File: src/rtl/adder_pkg.sv
package adder_pkg;
  // Classification of one bit position from its two operand bits.
  typedef struct packed {
    logic gen;   // both bits set: a carry is created here
    logic prop;  // exactly one bit set: incoming carry passes through
    logic kill;  // both bits clear: incoming carry is absorbed
  } bitClass_t;
endpackage

File: src/rtl/cbSetup.sv
module cbSetup
  import adder_pkg::*;
#(
  parameter int WIDTH = 16
) (
  input  logic [WIDTH-1:0]      a,
  input  logic [WIDTH-1:0]      b,
  output bitClass_t [WIDTH-1:0] bitInfo
);
  for (genvar i = 0; i < WIDTH; i++) begin : g_bit
    assign bitInfo[i].gen  = a[i] & b[i];
    assign bitInfo[i].prop = a[i] ^ b[i];
    assign bitInfo[i].kill = ~a[i] & ~b[i];
  end
endmodule

File: src/rtl/cbGroup.sv
module cbGroup
  import adder_pkg::*;
#(
  parameter int GROUP = 4
) (
  input  bitClass_t [GROUP-1:0] info,
  input  logic                  carryIn,
  output logic [GROUP-1:0]      sumBits,
  output logic                  carryOut
);
  logic [GROUP:0]   rippleC;
  logic [GROUP-1:0] propVec;
  logic             skipSel;

  assign rippleC[0] = carryIn;

  for (genvar i = 0; i < GROUP; i++) begin : g_ripple
    assign propVec[i]     = info[i].prop;
    // A killed bit forces 0, a generating bit forces 1, otherwise pass along.
    assign rippleC[i+1]   = info[i].kill ? 1'b0 : (info[i].gen ? 1'b1 : rippleC[i]);
    assign sumBits[i]     = info[i].prop ^ rippleC[i];
  end

  // Skip path: the whole group propagates, so forward the entry carry.
  assign skipSel  = &propVec;
  assign carryOut = skipSel ? carryIn : rippleC[GROUP];
endmodule

File: src/rtl/cbAdder.sv
module cbAdder
  import adder_pkg::*;
#(
  parameter int WIDTH = 16,
  parameter int GROUP = 4
) (
  input  logic [WIDTH-1:0] a,
  input  logic [WIDTH-1:0] b,
  input  logic             cin,
  output logic [WIDTH-1:0] sum,
  output logic             cout
);
  localparam int NGROUPS = WIDTH / GROUP;

  if ((WIDTH % GROUP) != 0) begin : g_badCfg
    $error("cbAdder: WIDTH must be a multiple of GROUP");
  end

  bitClass_t [WIDTH-1:0] bitInfo;
  logic      [WIDTH-1:0] genBits;
  logic      [WIDTH-1:0] propBits;
  logic      [WIDTH-1:0] killBits;
  logic      [NGROUPS:0] grpCarry;

  cbSetup #(.WIDTH(WIDTH)) u_setup (
    .a       (a),
    .b       (b),
    .bitInfo (bitInfo)
  );

  for (genvar i = 0; i < WIDTH; i++) begin : g_flat
    assign genBits[i]  = bitInfo[i].gen;
    assign propBits[i] = bitInfo[i].prop;
    assign killBits[i] = bitInfo[i].kill;
  end

  assign grpCarry[0] = cin;

  for (genvar g = 0; g < NGROUPS; g++) begin : g_grp
    cbGroup #(.GROUP(GROUP)) u_group (
      .info     (bitInfo[g*GROUP +: GROUP]),
      .carryIn  (grpCarry[g]),
      .sumBits  (sum[g*GROUP +: GROUP]),
      .carryOut (grpCarry[g+1])
    );
  end

  assign cout = grpCarry[NGROUPS];
endmodule

File: config.mk
export PLATFORM = sky130hd
export DESIGN_NAME = cbAdder
export DESIGN_NICKNAME = d
export VERILOG_FILES = /design/src/rtl/adder_pkg.sv /design/src/rtl/cbSetup.sv /design/src/rtl/cbGroup.sv /design/src/rtl/cbAdder.sv
export SDC_FILE = /design/constraint.sdc
export NUM_CORES = 1
export LEC_CHECK = 0
export ABC_AREA = 1
export ABC_CLOCK_PERIOD_IN_PS = 19900
export CORE_MARGIN = 10
export CORE_UTILIZATION = 42
export DETAILED_ROUTE_END_ITERATION = 10
export PLACE_DENSITY = 0.9
export SYNTH_ARGS = -nofsm -noshare
export SYNTH_HDL_FRONTEND = slang
export SYNTH_SLANG_ARGS = --single-unit
File: constraint.sdc
create_clock -name vclk -period 19.9
set_input_delay 3.98 -clock vclk [all_inputs]
set_output_delay 3.98 -clock vclk [all_outputs]
set_load 0.01 [all_outputs]
==> results.rst, run 1 <==
.. list-table::
   :header-rows: 1

   * - Metric
     - Value
   * - Tightest Pin Transition
     - slightly below 0.2 ns
   * - Global-route usage over all layers
     - 0.114
   * - Fraction of the mapped netlist area in adder cells
     - 0.645
   * - Worst hold slack
     - roughly 9 ns
   * - Maximum number of pins on one net before global-route repair
     - 3
   * - First-pass GRT wire length
     - between 3000 and 4000 um
   * - Total negative slack for setup checks
     - 0 ns
   * - Seq_cells
     - 0
   * - Slowest stage cell on the critical path
     - clkdlybuf4s50_1
   * - Total overflow reported by the global router
     - 0
   * - Critical-path maximum fanout
     - 2
   * - Die Y-Extent
     - between 60 and 70 um
   * - Routability congestion estimate
     - 0.743
   * - Worst min-delay path startpoint
     - b[14]
   * - Maximum single-stage delay on the critical path
     - around 0.54 ns
   * - Status
     - complete, no violations
   * - Number of synthesis warnings
     - 0
   * - Part of the cycle the worst path needs
     - 0.745
   * - Commonest cells after routing, fill and taps aside
     - clkdlybuf4s50_1, inv_1, fa_1, ha_1, nand2_1
   * - Combinational family with the most area after synthesis
     - adder cells
   * - Highest attainable clock frequency
     - around 67 MHz
   * - Hold Crit Depth
     - 5
   * - Total core area
     - roughly 1800 sq um
   * - Max-slew violation total from the final report
     - 0
   * - Arrival time of the worst setup path
     - around 11 ns
   * - Most common cell after layout, fill and taps aside
     - clkdlybuf4s50_1
   * - Post-synthesis sequential area ratio
     - 0
   * - Final critical delay including setup and external delays
     - between 10 and 15 ns
   * - Clock tree buffer count of the final layout
     - 0
   * - Signed area change from the synthesized netlist to the final layout
     - 65.9%
   * - Total of cells resized after clock tree synthesis
     - 0
   * - Die width
     - 63.8 um
   * - First-pass iteration count of the detailed router
     - 3
   * - Leakage
     - 0.729 nW
   * - Die Area
     - 4070 sq um
   * - Row Count
     - 15
   * - Final Power
     - roughly 0.000043 W
   * - Worst vdd ir
     - 0.0167 mV
   * - Port bufs
     - 50
   * - Setup crit start
     - a[0]
   * - Number of nets produced by synthesis
     - about 170
   * - Max-cap violations
     - 0
   * - Mean number of vias per cell
     - ~4.1
   * - RSZ-0062 raised after global routing
     - no
   * - Mean cell area of the mapped netlist
     - between 8 and 9 sq um
   * - Register Area
     - 0 sq um
   * - Cells after synthesis
     - 100
   * - Worst Setup End Kind
     - output port
   * - WL/cell
     - 13.2 um
   * - HP Class
     - input port to output port
   * - Number of antenna diodes
     - 0
   * - Remaining antenna violation count after routing
     - 0
   * - Worst Setup Start Kind
     - input port
   * - Critical path endpoint
     - sum[15]
   * - Combined area of all synthesized cells
     - 807 sq um
   * - Total power density per cell area
     - 31.8 nW/um^2
   * - Total count of hold-check failures in the final report
     - 0
   * - Antenna violations before repair
     - 0
   * - Number of hold buffers added after CTS
     - 0
   * - Non-filler cells in the finished layout
     - ~180
   * - Total number of nets in the final design
     - around 220
   * - Post CTS Setup Buffer Count
     - 0
   * - Critical path data required time
     - roughly 16 ns
   * - Multiplexer share of the synthesized area
     - 0
   * - Total number of vias
     - a little over 700
   * - Wirelength, routed
     - ~2300 um
   * - Share of layout cells above drive strength 1
     - 0.0267
   * - Complex-gate fraction of the synthesized area
     - 0.0124
   * - Max-slew headroom
     - 0.868
   * - Distinct cell type count after synthesis
     - 12
   * - Cell Count Post-Placement
     - ~180
   * - DR iter-0 viols
     - 6
   * - Number of I/O pins
     - 50
   * - Share of synthesized cell area in and, or, nand and nor gates
     - 0.129
   * - Via count of the first global-routing pass
     - between 800 and 900
   * - Most frequent cell on the critical path
     - fa_1
   * - DRC violation count after routing
     - 0
   * - Xor and xnor fraction of the mapped netlist area
     - 0
   * - Count of endpoints failing setup in the final report
     - 0
   * - Final HPWL from detailed placement
     - 2290 um
   * - Initial cell density of the core
     - 0.453
   * - Class of the most critical setup path
     - input port to output port
==> Yosys cell counts <==
cell type	number	area, sq um
o21ai_1	2	10.0
ha_1	16	200
nor2_2	1	6.26
inv_1	46	173
nand3_1	1	5.00
nand2_1	10	37.5
and2_1	2	12.5
nor2_1	2	7.51
nand3_2	2	20.0
or2_4	1	8.76
fa_1	16	320
nand4_1	1	6.26
==> worst max-delay path, delay by kind of cell <==
kind | cells | cell delay, ns
AOI/OAI and AO/OA | 2 | 0.18
adders and majority gates | 16 | 4.78
buffers and inverters | 7 | 1.36
and+or+nand+nor | 4 | 0.53
==> cell type report <==
type	count	area [sq um]
fill	123	444
inverter	46	173
multi-input combinational	54	634
tap	25	31.3
timing repair buffer	50	500
==> where the power goes <==
| part | switching, W | internal (W) |
|---|---|---|
| clock network | 0 | 0 |
| logic | 0.0000182 | 0.0000244 |
| registers | 0 | 0 |
| total | 0.0000182 | 0.0000244 |
==> per-layer routing <==
| layer | wire (um) | GRT usage | part of all wire |
|---|---|---|---|
| met1 | 833 | 0.119 | 0.36 |
| met2 | 1390 | 0.241 | 0.60 |
| met3 | 89 | 0.0139 | 0.038 |
| met4 | 0 | 0 | 0 |
| met5 | 0 | 0 | 0 |
==> how the worst min path moves through the flow <==
stage,endpoint,slack (ns)
6_report,sum[14],9.12
5_1_grt,sum[14],9.18
4_1_cts,sum[14],9.13
3_5_place_dp,sum[6],9.12
3_3_place_gp,sum[14],9.11
2_1_floorplan,sum[0],8.15
==> stage by stage <==
step | setup slack [ns] | area [sq um] | utilization
floorplan | 6.45 | 807 | -
global placement | 5.27 | 1340 | 0.751
detailed placement | 5.03 | 1340 | 0.751
CTS | 5.02 | 1340 | 0.751
global route | 4.82 | 1340 | 0.751
finish | 5.07 | 1340 | 0.751
==> cells by family (layout without fill, tap and decap cells) <==
family / count (synthesis) / after routing
and+or+nand+nor: 20 / 20
buffers and inverters: 46 / 96
AOI/OAI and AO/OA: 2 / 2
adders and majority gates: 32 / 32
Note: power is estimated with default switching activity, not from simulation.
==> run 2, diff against run 1 <==
--- a/config.mk
+++ b/config.mk
@@ -6,11 +6,11 @@
 export NUM_CORES = 1
 export LEC_CHECK = 0
 export ABC_AREA = 1
-export ABC_CLOCK_PERIOD_IN_PS = 19900
+export ABC_CLOCK_PERIOD_IN_PS = 15100
 export CORE_MARGIN = 10
-export CORE_UTILIZATION = 42
+export CORE_UTILIZATION = 39
 export DETAILED_ROUTE_END_ITERATION = 10
-export PLACE_DENSITY = 0.9
+export PLACE_DENSITY = 0.84
 export SYNTH_ARGS = -nofsm -noshare
 export SYNTH_HDL_FRONTEND = slang
 export SYNTH_SLANG_ARGS = --single-unit
==> constraint.sdc (replaced) <==
create_clock -name vclk -period 15.1
set_input_delay 3.02 -clock vclk [all_inputs]
set_output_delay 3.02 -clock vclk [all_outputs]
set_load 0.01 [all_outputs]
==> results.rst, run 2 (same netlist as run 1, synthesis figures left out) <==
.. list-table::
   :header-rows: 1

   * - Metric
     - Value
   * - Area used by multi-input combinational logic
     - 634 sq um (unchanged)
   * - Routability congestion estimate
     - 0.705 (was 0.743)
   * - Number of hold buffers added after CTS
     - 0 (unchanged)
   * - Class of the most critical setup path
     - input port to output port (unchanged)
   * - Port bufs
     - 50 (unchanged)
   * - RSZ-0062 raised after global routing
     - no (unchanged)
   * - Worst vdd ir
     - 0.0239 mV (was 0.0167 mV)
   * - First-pass GRT wire length
     - 3880 um (unchanged)
   * - First-pass iteration count of the detailed router
     - 2 (was 3)
   * - Via count of the first global-routing pass
     - 856 (was 832)
   * - Max-cap violations
     - 0 (unchanged)
   * - Total number of vias
     - 728 (was 720)
   * - Post CTS Setup Buffer Count
     - 0 (unchanged)
   * - Status
     - complete, no violations (unchanged)
   * - Total core area
     - 1960 sq um (was 1780 sq um)
   * - Part of the cycle the worst path needs
     - 0.851
   * - DR iter-0 viols
     - 22 (was 6)
   * - Die width
     - 65.5 um (was 63.8 um)
   * - Wirelength, routed
     - 2190 um (was 2320 um)
   * - Remaining antenna violation count after routing
     - 0 (unchanged)
   * - Die Area
     - 4290 sq um (was 4070 sq um)
   * - Maximum single-stage delay on the critical path
     - 0.53 ns (was 0.54 ns)
   * - Max-slew violation total from the final report
     - 0 (unchanged)
   * - Max-slew headroom
     - 0.878 (was 0.868)
   * - Highest attainable clock frequency
     - 77.8 MHz
   * - Final HPWL from detailed placement
     - 2160 um (was 2290 um)
   * - Antenna violations before repair
     - 0 (unchanged)
   * - Worst Setup Start Kind
     - input port (unchanged)
   * - Total power density per cell area
     - 41.2 nW/um^2 (was 31.8 nW/um^2)
   * - Number of antenna diodes
     - 0 (unchanged)
   * - Count of endpoints failing setup in the final report
     - 0 (unchanged)
   * - Count of filler cells inserted in the layout
     - 180 (was 123)
   * - Total of cells resized after clock tree synthesis
     - 0 (unchanged)
   * - Seq_cells
     - 0 (unchanged)
   * - Final critical delay including setup and external delays
     - about 13 ns
   * - DRC violation count after routing
     - 0 (unchanged)
   * - Die Y-Extent
     - 65.5 um (was 63.8 um)
   * - Row Count
     - 16 (was 15)
   * - HP Class
     - input port to output port (unchanged)
   * - Most common cell after layout, fill and taps aside
     - clkdlybuf4s50_1 (unchanged)
   * - Final Power
     - 0.0000552 W (was 0.0000426 W)
   * - Signed area change from the synthesized netlist to the final layout
     - 66.2% (was 65.9%)
   * - Arrival time of the worst setup path
     - 9.83 ns (was 10.85 ns)
   * - Slowest stage cell on the critical path
     - clkdlybuf4s50_1 (unchanged)
   * - Total count of hold-check failures in the final report
     - 0 (unchanged)
   * - Register Area
     - 0 sq um (unchanged)
   * - Critical path data required time
     - 12.08 ns (was 15.92 ns)
   * - WL/cell
     - 12.4 um (was 13.2 um)
   * - Most frequent cell on the critical path
     - fa_1 (unchanged)
   * - Initial cell density of the core
     - 0.411 (was 0.453)
   * - Commonest cells after routing, fill and taps aside
     - clkdlybuf4s50_1, inv_1, fa_1, ha_1, nand2_1 (unchanged)
   * - Total negative slack for setup checks
     - 0 ns (unchanged)
   * - Worst Setup End Kind
     - output port (unchanged)
   * - Number of I/O pins
     - 50 (unchanged)
   * - Total overflow reported by the global router
     - 0 (unchanged)
   * - Total number of nets in the final design
     - 217 (unchanged)
   * - Tightest Pin Transition
     - 0.182 ns (was 0.196 ns)
   * - Leakage
     - 0.729 nW (unchanged)
   * - Maximum number of pins on one net before global-route repair
     - 3 (unchanged)
   * - Global-route usage over all layers
     - 0.109 (was 0.114)
   * - Share of layout cells above drive strength 1
     - 0.0267 (unchanged)
   * - Mean number of vias per cell
     - 4.11 (about the same)
   * - Clock tree buffer count of the final layout
     - 0 (unchanged)
   * - Critical-path maximum fanout
     - 2 (unchanged)
==> run 2: area by class of cell <==
cell class / instances / share of cell area
Tap cell: 27 / 0.0252
Multi-Input combinational cell: 54 / 0.473
Inverter: 46 / 0.129
Timing Repair Buffer: 50 / 0.373
==> run 2: through the flow <==
step	std cells	hold WS, ns	utilization	worst slack, ns	area (sq um)
after global placement	177	7.19	0.684	2.34	1340
after detailed placement	177	7.21	0.684	2.19	1340
final	177	7.20	0.684	2.25	1340
after floorplan	100	6.23	-	3.57	807
after global routing	177	7.25	0.684	1.82	1340
after CTS	177	7.21	0.684	2.17	1340
==> run 2: critical path: cells and delay by family <==
kind | cells | cell delay [ns]
fa+ha+maj | 16 | 4.78
buf+inv | 7 | 1.34
simple gates | 4 | 0.51
compound gates | 2 | 0.17
==> run 2: per-layer routing <==
layer  track usage  wire [um]  up-vias
li1              -          -      362
met1         0.104        731      344
met2         0.239       1330       22
met3        0.0203        129        0
met4             0          0        0
met5             0          0        -
==> run 2: power by group <==
| part | internal (W) | switching [W] | total [W] |
|---|---|---|---|
| logic | 0.0000319 | 0.0000233 | 0.0000552 |
| registers | 0 | 0 | 0 |
| clock network | 0 | 0 | 0 |
| total | 0.0000319 | 0.0000233 | 0.0000552 |
==> run 2: worst paths after layout <==
path	start	cells past startpoint	slack, ns	end
min	b[2]	5	7.20	sum[2]
max	a[0]	29	2.25	sum[15]
==> run 3, diff against run 2 <==
--- a/config.mk
+++ b/config.mk
@@ -11,6 +11,7 @@
 export CORE_UTILIZATION = 39
 export DETAILED_ROUTE_END_ITERATION = 10
 export PLACE_DENSITY = 0.84
+export SLEW_MARGIN = 20
 export SYNTH_ARGS = -nofsm -noshare
 export SYNTH_HDL_FRONTEND = slang
 export SYNTH_SLANG_ARGS = --single-unit
==> results of run 3 <==
Final layout, timing and power as in run 2 (identical DEF).
